[config.mk]
export PLATFORM = sky130hd
export DESIGN_NAME = eprom_prog_seq
export DESIGN_NICKNAME = d
export VERILOG_FILES = /design/src/rtl/eprom_seq_pkg.sv /design/src/rtl/seq_timer.sv /design/src/rtl/verify_check.sv /design/src/rtl/pin_drive.sv /design/src/rtl/eprom_prog_seq.sv
export SDC_FILE = /design/constraint.sdc
export NUM_CORES = 1
export LEC_CHECK = 0
export ABC_AREA = 1
export CAP_MARGIN = 20
export CELL_PAD_IN_SITES_DETAIL_PLACEMENT = 0
export CELL_PAD_IN_SITES_GLOBAL_PLACEMENT = 1
export CORE_MARGIN = 1.5
export CORE_UTILIZATION = 45
export DETAILED_ROUTE_END_ITERATION = 8
export DONT_BUFFER_PORTS = 1
export GPL_TIMING_DRIVEN = 0
export PLACE_DENSITY = 0.78
export SLEW_MARGIN = 20
export SYNTH_ARGS = -nofsm -noshare
export SYNTH_HDL_FRONTEND = slang
export SYNTH_SLANG_ARGS = --single-unit
[constraint.sdc]
create_clock -name clk -period 6.6 [get_ports clk]
set_clock_uncertainty 0.1 [all_clocks]
set_input_delay 1.32 -clock clk [delete_from_list [all_inputs] [get_ports clk]]
set_output_delay 1.32 -clock clk [all_outputs]
set_load 0.02 [all_outputs]
[src/rtl/eprom_seq_pkg.sv]
// Shared types for the EPROM programming sequencer.
// Assumes: nothing beyond IEEE 1800-2017 packages.
package eprom_seq_pkg;

    typedef enum logic [4:0] {
        S_IDLE,
        S_PWR_ON,
        S_VPP_ON,
        S_E_SET,
        S_E_PULSE,
        S_E_HOLD,
        S_E_GAP,
        S_E_READ,
        S_P_WAIT,
        S_P_GAP0,
        S_P_PRE,
        S_P_SET,
        S_P_PULSE,
        S_P_HOLD,
        S_P_GAP1,
        S_P_VER,
        S_VPP_OFF,
        S_FIN
    } seq_state_e;

    typedef enum logic [1:0] {
        CHK_BLANK,
        CHK_FIT,
        CHK_EXACT
    } chk_mode_e;

    typedef struct packed {
        logic ce_n;
        logic oe_n;
        logic pgm_n;
        logic dq_oe;
        logic vcc_good;
        logic vpp_erase;
        logic vpp_prog;
        logic id_hv;
        logic addr_zero;
        logic data_ones;
    } pin_ctl_t;

    function automatic int max_int(input int a, input int b);
        return (a > b) ? a : b;
    endfunction

endpackage

[src/rtl/seq_timer.sv]
// Per-state cycle counter. Restarts at zero whenever the sequencer changes
// state and raises expire in the cycle whose count equals limit-1.
// Assumes: limit >= 1 and fits in TW bits.
module seq_timer #(
    parameter int TW = 8
) (
    input  logic          clk,
    input  logic          rst_n,
    input  logic          clear,
    input  logic [TW-1:0] limit,
    output logic          expire
);
    logic [TW-1:0] cnt;

    // Count cycles spent in the current state, holding once expired.
    always_ff @(posedge clk) begin
        if (!rst_n) begin
            cnt <= '0;
        end else if (clear) begin
            cnt <= '0;
        end else if (!expire) begin
            cnt <= cnt + 1'b1;
        end
    end

    assign expire = (cnt == limit - 1'b1);
endmodule

[src/rtl/verify_check.sv]
// Combinational judgement of a byte read from the device.
// BLANK: all ones. FIT: request clears only bits (no 0->1 needed).
// EXACT: read equals request.
// Assumes: caller samples ok only at the valid read point.
module verify_check
    import eprom_seq_pkg::*;
#(
    parameter int DW = 8
) (
    input  chk_mode_e     mode,
    input  logic [DW-1:0] rd,
    input  logic [DW-1:0] want,
    output logic          ok
);
    // Select the comparison rule for the current read.
    always_comb begin
        case (mode)
            CHK_BLANK: ok = &rd;
            CHK_FIT:   ok = ((want & ~rd) == '0);
            default:   ok = (rd == want);
        endcase
    end
endmodule

[src/rtl/pin_drive.sv]
// Decodes the sequencer state into device pin levels and supply selects.
// Assumes: state is a registered value so outputs change only after edges.
module pin_drive
    import eprom_seq_pkg::*;
(
    input  seq_state_e state,
    input  logic       op_erase,
    output pin_ctl_t   pins
);
    // Map each state to its pin pattern; default is fully idle.
    always_comb begin
        pins           = '0;
        pins.ce_n      = 1'b1;
        pins.oe_n      = 1'b1;
        pins.pgm_n     = 1'b1;
        case (state)
            S_PWR_ON, S_VPP_OFF: begin
                pins.vcc_good = 1'b1;
            end
            S_VPP_ON: begin
                pins.vcc_good  = 1'b1;
                pins.vpp_erase = op_erase;
                pins.vpp_prog  = !op_erase;
            end
            S_E_SET, S_E_PULSE, S_E_HOLD: begin
                pins.vcc_good  = 1'b1;
                pins.vpp_erase = 1'b1;
                pins.id_hv     = 1'b1;
                pins.ce_n      = 1'b0;
                pins.dq_oe     = 1'b1;
                pins.addr_zero = 1'b1;
                pins.data_ones = 1'b1;
                pins.pgm_n     = (state != S_E_PULSE);
            end
            S_E_GAP, S_E_READ: begin
                pins.vcc_good  = 1'b1;
                pins.vpp_erase = 1'b1;
                pins.ce_n      = 1'b0;
                pins.oe_n      = (state != S_E_READ);
            end
            S_P_WAIT, S_P_GAP0, S_P_GAP1, S_P_PRE, S_P_VER: begin
                pins.vcc_good = 1'b1;
                pins.vpp_prog = 1'b1;
                pins.ce_n     = 1'b0;
                pins.oe_n     = !(state == S_P_PRE || state == S_P_VER);
            end
            S_P_SET, S_P_PULSE, S_P_HOLD: begin
                pins.vcc_good = 1'b1;
                pins.vpp_prog = 1'b1;
                pins.ce_n     = 1'b0;
                pins.dq_oe    = 1'b1;
                pins.pgm_n    = (state != S_P_PULSE);
            end
            default: ;
        endcase
    end
endmodule

[src/rtl/eprom_prog_seq.sv]
// Top of the EPROM programming sequencer. Runs either a whole-array erase
// with ascending blank check, or a per-byte program flow (fit check, strobe,
// verify) fed by a ready/valid stream. Stops on the first failure.
// Assumes: the external supply switches follow the select outputs within the
// T_PWR margin; all delays are counted in clk cycles.
module eprom_prog_seq
    import eprom_seq_pkg::*;
#(
    parameter int AW      = 10,
    parameter int DW      = 8,
    parameter int T_PWR   = 4,
    parameter int T_SETUP = 3,
    parameter int T_HOLD  = 2,
    parameter int T_ERASE = 50,
    parameter int T_PROG  = 10,
    parameter int T_OE    = 3
) (
    input  logic          clk,
    input  logic          rst_n,
    input  logic          start,
    input  logic          op_program,
    input  logic          in_valid,
    output logic          in_ready,
    input  logic [AW-1:0] in_addr,
    input  logic [DW-1:0] in_data,
    input  logic          in_last,
    output logic          done,
    output logic          pass,
    output logic [AW-1:0] fail_addr,
    output logic          dev_ce_n,
    output logic          dev_oe_n,
    output logic          dev_pgm_n,
    output logic [AW-1:0] dev_addr,
    output logic [DW-1:0] dev_dq_out,
    output logic          dev_dq_oe,
    input  logic [DW-1:0] dev_dq_in,
    output logic          vcc_good,
    output logic          vpp_erase_sel,
    output logic          vpp_prog_sel,
    output logic          id_hv_sel
);
    localparam int T_MAX = max_int(max_int(max_int(T_ERASE, T_PROG), max_int(T_PWR, T_SETUP)),
                                   max_int(T_HOLD, T_OE + 1));
    localparam int TW    = $clog2(T_MAX + 1) + 1;

    seq_state_e    state, state_nx;
    logic          op_erase;
    logic [AW-1:0] cur_addr;
    logic [DW-1:0] want;
    logic          last_q;
    logic          pass_q;
    logic [AW-1:0] fail_q;
    logic [TW-1:0] lim;
    logic          expire;
    logic          rd_ok;
    logic          is_read;
    logic          addr_max;
    chk_mode_e     mode;
    pin_ctl_t      pins;

    // Cycle budget of the current state.
    always_comb begin
        case (state)
            S_PWR_ON, S_VPP_ON, S_VPP_OFF: lim = TW'(T_PWR);
            S_E_SET, S_P_SET:              lim = TW'(T_SETUP);
            S_E_PULSE:                     lim = TW'(T_ERASE);
            S_P_PULSE:                     lim = TW'(T_PROG);
            S_E_HOLD, S_P_HOLD:            lim = TW'(T_HOLD);
            S_E_READ, S_P_PRE, S_P_VER:    lim = TW'(T_OE + 1);
            default:                       lim = TW'(1);
        endcase
    end

    seq_timer #(.TW(TW)) u_timer (
        .clk    (clk),
        .rst_n  (rst_n),
        .clear  (state_nx != state),
        .limit  (lim),
        .expire (expire)
    );

    // Pick the comparison rule from the read phase.
    always_comb begin
        case (state)
            S_E_READ: mode = CHK_BLANK;
            S_P_PRE:  mode = CHK_FIT;
            default:  mode = CHK_EXACT;
        endcase
    end

    verify_check #(.DW(DW)) u_check (
        .mode (mode),
        .rd   (dev_dq_in),
        .want (want),
        .ok   (rd_ok)
    );

    pin_drive u_pins (
        .state    (state),
        .op_erase (op_erase),
        .pins     (pins)
    );

    assign is_read  = (state == S_E_READ) || (state == S_P_PRE) || (state == S_P_VER);
    assign addr_max = &cur_addr;

    // Next-state sequencing of the erase and program flows.
    always_comb begin
        state_nx = state;
        case (state)
            S_IDLE:    if (start)  state_nx = S_PWR_ON;
            S_PWR_ON:  if (expire) state_nx = S_VPP_ON;
            S_VPP_ON:  if (expire) state_nx = op_erase ? S_E_SET : S_P_WAIT;
            S_E_SET:   if (expire) state_nx = S_E_PULSE;
            S_E_PULSE: if (expire) state_nx = S_E_HOLD;
            S_E_HOLD:  if (expire) state_nx = S_E_GAP;
            S_E_GAP:   if (expire) state_nx = S_E_READ;
            S_E_READ:  if (expire) state_nx = (!rd_ok || addr_max) ? S_VPP_OFF : S_E_GAP;
            S_P_WAIT:  if (in_valid) state_nx = S_P_GAP0;
            S_P_GAP0:  if (expire) state_nx = S_P_PRE;
            S_P_PRE:   if (expire) state_nx = rd_ok ? S_P_SET : S_VPP_OFF;
            S_P_SET:   if (expire) state_nx = S_P_PULSE;
            S_P_PULSE: if (expire) state_nx = S_P_HOLD;
            S_P_HOLD:  if (expire) state_nx = S_P_GAP1;
            S_P_GAP1:  if (expire) state_nx = S_P_VER;
            S_P_VER:   if (expire) state_nx = (!rd_ok || last_q) ? S_VPP_OFF : S_P_WAIT;
            S_VPP_OFF: if (expire) state_nx = S_FIN;
            S_FIN:     if (expire) state_nx = S_IDLE;
            default:   state_nx = S_IDLE;
        endcase
    end

    // State, run context, beat capture and result registers.
    always_ff @(posedge clk) begin
        if (!rst_n) begin
            state    <= S_IDLE;
            op_erase <= 1'b0;
            cur_addr <= '0;
            want     <= '0;
            last_q   <= 1'b0;
            pass_q   <= 1'b0;
            fail_q   <= '0;
        end else begin
            state <= state_nx;
            if (state == S_IDLE && start) begin
                op_erase <= !op_program;
                cur_addr <= '0;
                pass_q   <= 1'b1;
                fail_q   <= '0;
            end
            if (state == S_P_WAIT && in_valid) begin
                cur_addr <= in_addr;
                want     <= in_data;
                last_q   <= in_last;
            end
            if (is_read && expire && !rd_ok) begin
                pass_q <= 1'b0;
                fail_q <= cur_addr;
            end
            if (state == S_E_READ && expire && rd_ok && !addr_max) begin
                cur_addr <= cur_addr + 1'b1;
            end
        end
    end

    assign in_ready      = (state == S_P_WAIT);
    assign done          = (state == S_FIN);
    assign pass          = pass_q;
    assign fail_addr     = fail_q;
    assign dev_ce_n      = pins.ce_n;
    assign dev_oe_n      = pins.oe_n;
    assign dev_pgm_n     = pins.pgm_n;
    assign dev_dq_oe     = pins.dq_oe;
    assign dev_addr      = pins.addr_zero ? '0 : cur_addr;
    assign dev_dq_out    = pins.data_ones ? '1 : want;
    assign vcc_good      = pins.vcc_good;
    assign vpp_erase_sel = pins.vpp_erase;
    assign vpp_prog_sel  = pins.vpp_prog;
    assign id_hv_sel     = pins.id_hv;
endmodule

; ---- After elaboration in Yosys (flattened, before gate mapping)
; Memory sizes are Yosys's and may differ from the RTL's. A register that Yosys moved wholly into a read port is not among the register bits.
; Cells that the tools add are included.
[word_totals]
n_memories = 1
reg_bits = 43
inputBits = 32
romBits = 192
word_cells = 112
output_inout_bits = 39
[classes]
n_eq_ne = 24
n_reduce_logical = 34
add_sub_neg = 3
muxes = 39
n_bitwise = 3
[memory_table]
columns = name, words, word_bits, rd, rd_ports_with_merged_regs, wr, line_no
row1 = (name not given), 32, 6, 1, 1, 0, eprom_prog_seq.sv:63  ; case (state)
[ops]
columns = operator, count
row1 = 5-bit 2-to-1 mux, 22
row2 = 5-bit case mux with 18 select lines, 1
row3 = 10-bit 2-to-1 mux, 5
row4 = 5-bit by 4-bit == test with 1-bit output (second input constant), 8
row5 = 5-bit by 3-bit == test with 1-bit output (second input constant), 4
row6 = 16-bit OR reduction, 1
row7 = 13-bit OR reduction, 1
row8 = 10-bit by 1-bit adder with 10-bit output (second input constant), 1
row9 = 5-bit by 2-bit == test with 1-bit output (second input constant), 2
row10 = 5-bit == test (second input constant), 2
row11 = 5-bit by 3-bit inequality test with 1-bit output (second input constant), 2
row12 = 10-bit AND reduction, 1
row13 = 5-bit OR reduction, 2
row14 = 8-bit AND, 1
row15 = 8-bit == test, 1
row16 = 8-bit logical NOT, 1
row17 = 8-bit 2-to-1 mux, 1
row18 = 8-bit inverter, 1
row19 = 1-bit case mux with 2 select lines, 4
row20 = 2-bit case mux with 2 select lines, 2
row21 = 8-bit AND reduction, 1
row22 = 8-bit OR reduction, 1
row23 = 7-bit by 1-bit adder with 7-bit output (second input constant), 1
row24 = 7-bit == test, 1
row25 = 18 further kinds, 36

; ---- Depth between registers and ports, before layout
; Gate-level depths: netlist of the first run.
[depth]
word_depth = 11
ltp_mapped = 23
mapped_depth_nobuf = 23

; ---- Modules after synthesis
; Synthesis of the first run repeated with hierarchy kept, for this count alone.
[hier_totals]
hier_cells = 584
area_unflattened_um2 = 3622.2
[by_module_without_submodules]
columns = module, cells_per_inst, instances, seq_area_each_um2, area_each_um2
row1 = eprom_prog_seq, 379, 1, 820.8, 2434.8
row2 = seq_timer, 108, 1, 140.1, 659.4
row3 = pin_drive, 55, 1, 0.0, 296.5
row4 = verify_check, 42, 1, 0.0, 231.5

; ---- Worst setup path after synthesis of the first run
; Ideal clock, no wire load.
[synth_timing]
kind = input to register
startpoint = input port dev_dq_in[0]
endpoint = register, netlist name lim[0]
setup_ps = 112
required_time_ps = 6388
stages = 23
n_path_buf = 0
slack_ps = 3068
arrival_time_ps = 3320
path_cell_list = inv_1 ha_1 nand2_1 nor2_1 inv_1 nor2_1 nand3_1 nand3_2 nand2_1 nand2_1 nand2_1 nand4_2 nand2_1 nor2_1 inv_1 ha_1 inv_1 nand2_1 nand2_1 nand2_1 nand2_1 nand2_1 nand2_1
[synth_between]
elab_chain_cells = 10
word_cells_on_any_way = 17
classes_between = eq/ne: 1 / mux: 9 / bitwise: 2 / reduce/logical: 5
[synth_rtl]
columns = item, line_no
row1 = from (decl), eprom_prog_seq.sv:36  ; input logic [DW-1:0] dev_dq_in,
row2 = 8-bit inverter, verify_check.sv:19  ; CHK_FIT: ok = ((want & ~rd) == '0);
row3 = 8-bit AND, verify_check.sv:19
row4 = 8-bit logical NOT, verify_check.sv:19
row5 = 1-bit case mux with 2 select lines *, verify_check.sv:17  ; case (mode)
row6 = 1-bit logical NOT, "eprom_prog_seq.sv:118, eprom_prog_seq.sv:126"
row7 = "1-bit logical OR, on equally long branches", "eprom_prog_seq.sv:118, eprom_prog_seq.sv:126"
row8 = "5-bit 2-to-1 mux, on equally long branches (2 in a row)", "eprom_prog_seq.sv:118, eprom_prog_seq.sv:126"
row9 = 5-bit case mux with 18 select lines *, eprom_prog_seq.sv:110  ; case (state)
row10 = 5-bit 2-to-1 mux (no line) *, -
; Every way passes the cells marked *; elsewhere a longest branch is shown, timed or not.
; A chain may end at the register's enable or synchronous reset.

; ---- Worst setup path in the final report of the first run
[layout_timing]
startpoint = register state[3]
endpoint = output port dev_ce_n
[layout_between]
elab_chain_cells = 3
word_cells_on_any_way = 15
classes_between = eq/ne: 13 / mux: 1 / reduce/logical: 1
[layout_rtl]
columns = item, line_no
row1 = from (decl), eprom_prog_seq.sv:46  ; seq_state_e state, state_nx;
row2 = from (signal assigned), eprom_prog_seq.sv:144  ; state <= state_nx;
row3 = "5-bit by 4-bit == test with 1-bit output, or another cell as far along", pin_drive.sv:16  ; case (state)
row4 = 13-bit OR reduction (no line) *, -
row5 = 1-bit 2-to-1 mux *, pin_drive.sv:16
row6 = to (decl), eprom_prog_seq.sv:30  ; output logic dev_ce_n,
; Marks and branches as above.

==> results of run 1 <==
[logic make-up (layout without fill, tap and decap cells)]
family | Yosys count | in the layout
xor+xnor | 11 | 11
simple gates | 298 | 298
buf+inv | 99 | 106
compound gates | 65 | 65
fa+ha+maj | 16 | 16
mux | 1 | 1
flops | 48 | 48
[report_power, final]
group          internal [mW]  switching [mW]
Clock                 0.0838           0.103
Combinational          0.169           0.389
Sequential             0.314          0.0268
[state kept, by name, summed over array words and instances (netlist names)]
name and count:
cur_addr 10, fail_addr 10, want 8, u_timer.cnt 7
lim 5, state 5, last_q 1, op_erase 1
pass 1
[layout make-up]
type / instances / area [sq um]
Clock inverter: 1 / 8.76
Clock buffer: 6 / 82.6
Multi-Input combinational cell: 391 / 2080
Tap cell: 99 / 124
Inverter: 88 / 333
Sequential cell: 48 / 961
Buffer: 11 / 61.3
Fill cell: 777 / 3680
[worst paths after layout]
kind | start | endpoint
max | state[3] | dev_ce_n
min | want[6] | want[6]
max reg2reg | lim[0] | lim[0]
min reg2reg | want[6] | want[6]
[metal layers]
metal,routed length (microns),part of all wire,up-vias
li1,-,-,1725
met1,4000,0.46,1448
met2,4140,0.47,76
met3,503,0.058,9
met4,74,0.0085,0
met5,0,0,-
[worst max-delay path: stages, from the launching register on]
cell,delay [ns]
dfxtp_1,0.54
nor2_2,0.11
nand2_4,0.14
nand2_1,0.09
nor2_1,0.52
inv_1,0.12
nor2_1,0.12
inv_1,0.06
nor3_1,0.53
[synthesized netlist by cell type, types with 2 or more instances]
library cell  count
nand3_2           6
inv_2             7
nor2_1           47
nor2_4            5
clkbuf_1          6
xor2_1           10
a22oi_1           6
buf_6             2
nor3_2            2
a21oi_1          34
ha_1             16
clkinv_1          4
nand2_1         150
nor4_1            2
o211ai_1          3
nand2_4           3
dfxtp_1          48
inv_1            76
nor3_1           10
a31oi_1           4
nand2_2          12
nand3_1          26
nor2_2           17
o21ai_0          16
nand4_1          12
[metrics by stage]
| stage | std cells | total power [mW] | setup slack (ns) |
|---|---|---|---|
| after global routing | 644 | 1.19 | 2.44 |
| after global placement | 637 | 0.907 | 2.79 |
| after floorplan | 538 | 0.795 | 3.07 |
| after detailed placement | 637 | 0.907 | 2.71 |
| final | 644 | 1.08 | 2.65 |
| after CTS | 644 | 1.09 | 2.63 |
==> results.toml, run 1 <==
[status]
status = "completed"

[synthesis]
synth_cell_types = 39
synthXorXnorAreaFrac = 0.0280
netlist_top_cells_area = "dfxtp_1 (28%), nand2_1 (16%), inv_1 (8.3%)"
synth_top_family_by_area = "simple AND/OR/NAND/NOR gates"
syn_nets = 586
synth-warning-count = 0
synth_compound_area_frac = 0.104
yosysTopAreaCellShare = 0.279
synth.area.mux_share = 0.00291
syn_inst = 538
synth-simple-area-share = 0.413
syn_area_per_cell_sq_um = 6.39
syn_area_sq_um = 3440
synthAdderAreaFrac = 0.0582
synth-seq-cells = 48
async_reset_ff_frac = 0
synth-edff-count = 0
yosys.area.top_type = "dfxtp_1"
synth_flop_cell = "dfxtp_1"
synth_sequential_area_ratio = 0.279

[clocking]
clk_latency_ns = 0.30
cts-root-buf = "clkbuf_8"
cts_resized = 0
holdBufCountCts = 0
cts_buffers = 5
cts_setup_buffers = 0
cts_tree = "done"
cts_sinks = 48
htreeDepth = 2
cts_max_path_buffers = 2
clkSlewWorstSetupHoldPaths_ns = 0.09

[setup_path]
reg2regPathDepth = 23
r2r_slack_ns = 3.55
worstSetupPathType = "register to output port"
arrival_ns = 2.53
start_kind = "register"
crit_fanout = 7
end_kind = "output port"
cp.required_ns = 5.18

[grt]
gr-usage-all-layers = 0.226
groute.layer.met3.usage = 0.0480
grt_util_met2 = 0.392
antenna_found_initial = 0
met1_usage = 0.287
grt_max_degree = 15
grt_overflow = 0
grt_pass1_wl_microns = 15200
grt_pass1_vias = 3165
grt.busiest_layer = "met2"

[floorplanning]
die_h_microns = 90.4
num_io_pins = 71
row_count = 31
die-area_sq_um = 8170
initial_core_util = 0.469
core_area_sq_um = 7330
die_w_microns = 90.4

[timing]
slew_viol_final = 0
setup_viol = 0
final-hold-violation-count = 0
rsz0062_at_grt = "no"
fin_setup_tns_ns = 0
maxSlewHeadroom = 0.552
fin_crit_sh = 0.599
max_slew.worst_pin.slew_ns = 0.670
hold_ws_ns = 0.380
max_freq_ghz = 0.253
min_period_ns = 3.95

[drt]
firstDrtPassIters = 4
viasPerCell = 5.06
antenna_left = 0
drt_first_iter_violations = 112
post-route-drc-count = 0
num_vias = 3258
routed_wl_microns = 8720
wire_per_inst_microns = 13.5

[layout]
fin_nets = 593
final_area_sq_um = 3650
diodes = 0
drive_gt1_frac = 0.125
syn_to_final_growth_pct = 6.26
fin_util = 0.498
final_cell_mix = "nand2_1 (150), inv_1 (76), dfxtp_1 (48), nor2_1 (47), a21oi_1 (34)"
final_common_cell = "nand2_1"

[power]
ir_worst_vdd_mv = 0.119
powerDensity_nw_per_um2 = 297
p_leak_nw = 1.79

[place]
globalplace.congestion = 0.908
dpl-instance-area_sq_um = 3560
dpl.hpwl_microns = 6980
numPortBuffers = 0

[run]
cap_violations = 0

[hold_path]
whs_path_depth = 2
min_path_type = "register to register"
Note: power is estimated with default switching activity, not from simulation.
==> run 2: changes to the inputs <==
- CORE_UTILIZATION: 45 -> 44
- PLACE_DENSITY: 0.78 -> 0.76
- clock period: 6.6 -> 3.65 ns (I/O delays scaled with it)
==> results.toml, run 2 (synthesis gave the netlist of run 1 again) <==
[run]
cap_violations = 0

[clocking]
cts_sinks = 48
cts_max_path_buffers = 2
htreeDepth = 2
holdBufCountCts = 0
clk_latency_ns = 0.31
cts_setup_buffers = 0
cts_tree = "done"
cts_buffers = 5
clkSlewWorstSetupHoldPaths_ns = 0.10
cts-root-buf = "clkbuf_8"
cts_resized = 0

[drt]
viasPerCell = 5.02
post-route-drc-count = 0
firstDrtPassIters = 5
num_vias = 3253
routed_wl_microns = 8690
drt_first_iter_violations = 87
wire_per_inst_microns = 13.4
antenna_left = 0

[floorplanning]
die_w_microns = 91.4
die-area_sq_um = 8350
num_io_pins = 71
core_area_sq_um = 7650
die_h_microns = 91.4
row_count = 32
initial_core_util = 0.450

[setup_path]
r2r-start = "lim[0]"
timing.rr.end = "lim[2]"
reg2regPathDepth = 23
arrival_ns = 2.57
worstSetupPathType = "register to output port"
critPathCapture = "dev_ce_n"
r2r_slack_ns = 0.56
start_kind = "register"
end_kind = "output port"
crit_start = "state[4]"
crit_fanout = 9
cp.required_ns = 2.82

[hold_path]
min_from = "want[0]"
min_path_type = "register to register"

[place]
dpl.hpwl_microns = 6980
post-place-ws_ns = 0.384
dpl-instance-area_sq_um = 3570
globalplace.congestion = 0.870
dpl.cell_count = 640
numPortBuffers = 0

[timing]
min_period_ns = 3.40
slew_viol_final = 0
hold_ws_ns = 0.384
rsz0062_at_grt = "no"
fin_crit_sh = 0.932
max_slew.worst_pin.slew_ns = 0.681
max_freq_ghz = 0.294
setup_viol = 0
fin_setup_tns_ns = 0
final-hold-violation-count = 0
maxSlewHeadroom = 0.544
setup_ws_ns = 0.247

[grt]
gr-usage-all-layers = 0.219
grt_max_degree = 16
grt_pass1_vias = 3183
grt_overflow = 0
grt_pass1_wl_microns = 14900
antenna_found_initial = 0

[layout]
final_cell_mix = "nand2_1 (150), inv_1 (76), dfxtp_1 (48), nor2_1 (47), a21oi_1 (34)"
final_common_cell = "nand2_1"
fin_util = 0.479
diodes = 0
fin_nets = 593
multi_input_area_sq_um = 2080
stdcell_count = 648
final_area_sq_um = 3660
drive_gt1_frac = 0.126
register_area_sq_um = 961
nFillCells = 818
syn_to_final_growth_pct = 6.51

[power]
p_leak_nw = 1.79
ir_worst_vdd_mv = 0.175
p_total_mw = 1.98
powerDensity_nw_per_um2 = 541

[status]
status = "completed"
==> run 2: layer usage <==
metal  vias up  GRT usage  routed length (microns)
li1       1717          -                        -
met1      1455      0.280                     3960
met2        67      0.373                     4160
met3        14     0.0419                      423
met4         0     0.0638                      146
met5         -          0                        0
==> run 2: how the worst min path moves through the flow <==
stage | endpoint | slack [ns] | depth (start not counted)
2_1_floorplan | want[5] | 0.35 | 2
3_3_place_gp | want[4] | 0.36 | 2
3_5_place_dp | want[0] | 0.37 | 2
4_1_cts | want[0] | 0.39 | 2
5_1_grt | op_erase | 0.40 | 1
6_report | want[0] | 0.38 | 2
==> run 2: worst max-delay path, cell delays in order (launching register included) <==
cell     delay (ns)
dfxtp_1        0.34
buf_6          0.15
inv_4          0.07
nand2_2        0.09
nor2_2         0.05
nand2_2        0.09
nand2_1        0.08
nor2_1         0.53
inv_1          0.16
nor2_1         0.12
inv_1          0.05
nor3_1         0.52
==> run 2: where the power goes <==
part | switching, mW | internal [mW] | total [mW]
sequential | 0.0502 | 0.567 | 0.617
combinational | 0.707 | 0.305 | 1.01
clock | 0.196 | 0.155 | 0.351
==> run 2: cell type report <==
| type | count | area share |
|---|---|---|
| Sequential cell | 48 | 0.262 |
| Buffer | 11 | 0.0167 |
| Inverter | 88 | 0.0909 |
| Tap cell | 102 | 0.0348 |
| Multi-Input combinational cell | 391 | 0.569 |
| Clock inverter | 2 | 0.00376 |
| Clock buffer | 6 | 0.0225 |
==> run 3: changes to the inputs <==
- ABC_AREA: 1 -> unset
- CORE_MARGIN: 1.5 -> 2
- CORE_UTILIZATION: 44 -> 45
- PLACE_DENSITY: 0.76 -> 0.74
==> results.toml, run 3 <==
[synthesis]
synth-seq-cells = 48
synth-simple-area-share = 0.324
syn_area_sq_um = 3240
synth.area.mux_share = 0.0100
synthXorXnorAreaFrac = 0.0324
syn_inst = 409
yosysTopAreaCellShare = 0.296
syn_area_per_cell_sq_um = 7.93
synth-warning-count = 0
synth_top_family_by_area = "simple AND/OR/NAND/NOR gates"
syn_nets = 457
synth-edff-count = 0
netlist_top_cells_area = "dfxtp_1 (30%), nand2_1 (6.4%), ha_1 (6.2%)"
synthAdderAreaFrac = 0.0617
synth_compound_area_frac = 0.221
synth_sequential_area_ratio = 0.296
async_reset_ff_frac = 0
yosys.area.top_type = "dfxtp_1"
synth_flop_cell = "dfxtp_1"
yosys-top-cells-count = "nand2_1 (55), dfxtp_1 (48), nor2_1 (34)"
post-synth-top-count-cell = "nand2_1"
synth_cell_types = 72

[clocking]
clk_latency_ns = 0.30
cts_tree = "done"
cts_sinks = 48
clkSlewWorstSetupHoldPaths_ns = 0.09
cts_max_path_buffers = 2
htreeDepth = 2
cts-root-buf = "clkbuf_8"
cts_buffers = 5

[power]
p_int_mw = 1.06
p_leak_nw = 1.32
p_total_mw = 1.82
pwr-share-seq = 0.333
ir_worst_vdd_mv = 0.172
netSwitchingFraction = 0.416
p_comb_frac = 0.457
p_clk_frac = 0.210
power_switching_mw = 0.758
powerDensity_nw_per_um2 = 517

[setup_path]
cp.required_ns = 3.77
r2r_slack_ns = 0.16
r2r-start = "state[3]"
timing.rr.end = "lim[0]"
reg2regPathDepth = 10
end_kind = "register"
arrival_ns = 3.61
worstSetupPathType = "register to register"
start_kind = "register"
crit_fanout = 10

[drt]
viasPerCell = 5.75
post-route-drc-count = 0
wire_per_inst_microns = 17.3
routed_wl_microns = 8890
antenna_left = 0
num_vias = 2952
drt_first_iter_violations = 138
firstDrtPassIters = 4

[timing]
final-hold-violation-count = 0
maxSlewHeadroom = 0.536
rsz0062_at_grt = "yes"
setup_ws_ns = 0.159
setup_viol = 0
min_period_ns = 3.49
slew_viol_final = 0
fin_setup_tns_ns = 0
max_slew.worst_pin.slew_ns = 0.691
max_freq_ghz = 0.286
fin_crit_sh = 0.957

[grt]
grt_pass1_vias = 2832
antenna_found_initial = 0
grt_util_met2 = 0.388
groute.layer.met3.usage = 0.0471
grt_max_degree = 15
met1_usage = 0.300
grt.busiest_layer = "met2"
grt_pass1_wl_microns = 14100
grt_overflow = 0
gr-usage-all-layers = 0.229

[floorplanning]
initial_core_util = 0.472
die_w_microns = 88.9
row_count = 30
die_h_microns = 88.9
die-area_sq_um = 7900
core_area_sq_um = 6870
num_io_pins = 71

[hold_path]
whs_endpoint = "want[4]"
min_path_type = "register to register"
whs_path_depth = 2
min_from = "want[4]"

[layout]
diodes = 0
fin_nets = 464
register_area_sq_um = 961
drive_gt1_frac = 0.137
final_common_cell = "nand2_1"
nFillCells = 694
syn_to_final_growth_pct = 8.64
final_cell_mix = "nand2_1 (55), dfxtp_1 (48), nor2_1 (34), a21oi_1 (32), nand3_1 (23)"
multi_input_area_sq_um = 2160

[status]
status = "completed"

[place]
post-place-ws_ns = -0.462
numPortBuffers = 0
globalplace.congestion = 0.924
dpl.hpwl_microns = 6760

[run]
cap_violations = 0
==> run 3: cell types whose count changed after synthesis, moves of 8 or more <==
cell	delta
clkbuf_1	+8
nor2_2	-13
and3_1	+9
inv_1	-57
or2_2	+8
nand2_2	-11
nand2_1	-95
nor2b_1	+13
nor2_1	-13
==> run 3: metal layers <==
metal / vias up / wire (microns)
li1: 1485 / -
met1: 1398 / 4020
met2: 61 / 4400
met3: 8 / 387
met4: 0 / 85
met5: - / 0
==> run 3: cell families (layout without fill, tap and decap cells) <==
logic type,Yosys count,in the layout
adders and majority gates,16,16
buffers and inverters,40,48
muxes,3,3
AOI/OAI and AO/OA,93,93
DFF,48,48
and+or+nand+nor,197,197
xor gates and xnor gates,12,12
==> run 3: repair_timing <==
| item | 4_1_cts | 5_1_grt |
|---|---|---|
| resized for setup | 3 | 5 |
| buffers inserted | 0 | 0 |
| setup endpoints to repair | 2 | 11 |
| hold buffers | 0 | 0 |
==> run 3: layout make-up <==
| class | instances | share of cell area |
|---|---|---|
| plain buffers | 20 | 0.0288 |
| clock buffers | 6 | 0.0206 |
| clock inverters | 2 | 0.00994 |
| inverters | 20 | 0.0213 |
| multi-input cells | 321 | 0.613 |
| flip-flops and latches | 48 | 0.273 |
| well taps | 96 | 0.0341 |
==> run 3: worst max-delay path, stage by stage (launching register included) <==
cell,delay (ns)
dfxtp_1,0.44
or3b_4,0.47
nor3_2,0.44
nand2_2,0.25
and2_0,0.35
o2111ai_1,0.25
o221a_2,0.26
inv_1,0.08
ha_1,0.31
mux2_2,0.27
o31ai_1,0.18
==> run 3: stage by stage <==
step | std cells | hold WS, ns | area [sq um] | utilization
after floorplan | 409 | 0.345 | 3240 | -
after global placement | 505 | 0.364 | 3360 | 0.490
after detailed placement | 505 | 0.368 | 3370 | 0.491
after CTS | 513 | 0.380 | 3490 | 0.509
after global routing | 513 | 0.406 | 3520 | 0.513
final | 513 | 0.379 | 3520 | 0.513
==> run 3: power by group through the flow <==
stage / clock network, mW / registers (mW) / logic [mW]
2_1_floorplan: 0 / 0.607 / 0.633
3_3_place_gp: 0 / 0.617 / 0.793
3_5_place_dp: 0 / 0.619 / 0.792
4_1_cts: 0.390 / 0.607 / 0.797
5_1_grt: 0.411 / 0.613 / 0.906
6_report: 0.382 / 0.607 / 0.833
==> run 3: worst max-delay path by stage <==
| stage | from | end | slack [ns] | cells after the start |
|---|---|---|---|---|
| 6_report | state[3] | lim[0] | 0.16 | 10 |
| 2_1_floorplan | dev_dq_in[1] | lim[0] | 0.07 | 12 |
| 4_1_cts | lim[0] | lim[0] | 0.02 | 11 |
| 3_5_place_dp | dev_dq_in[5] | lim[0] | -0.46 | 12 |
| 3_3_place_gp | dev_dq_in[5] | lim[0] | -0.40 | 12 |
| 5_1_grt | lim[0] | lim[0] | -0.01 | 14 |
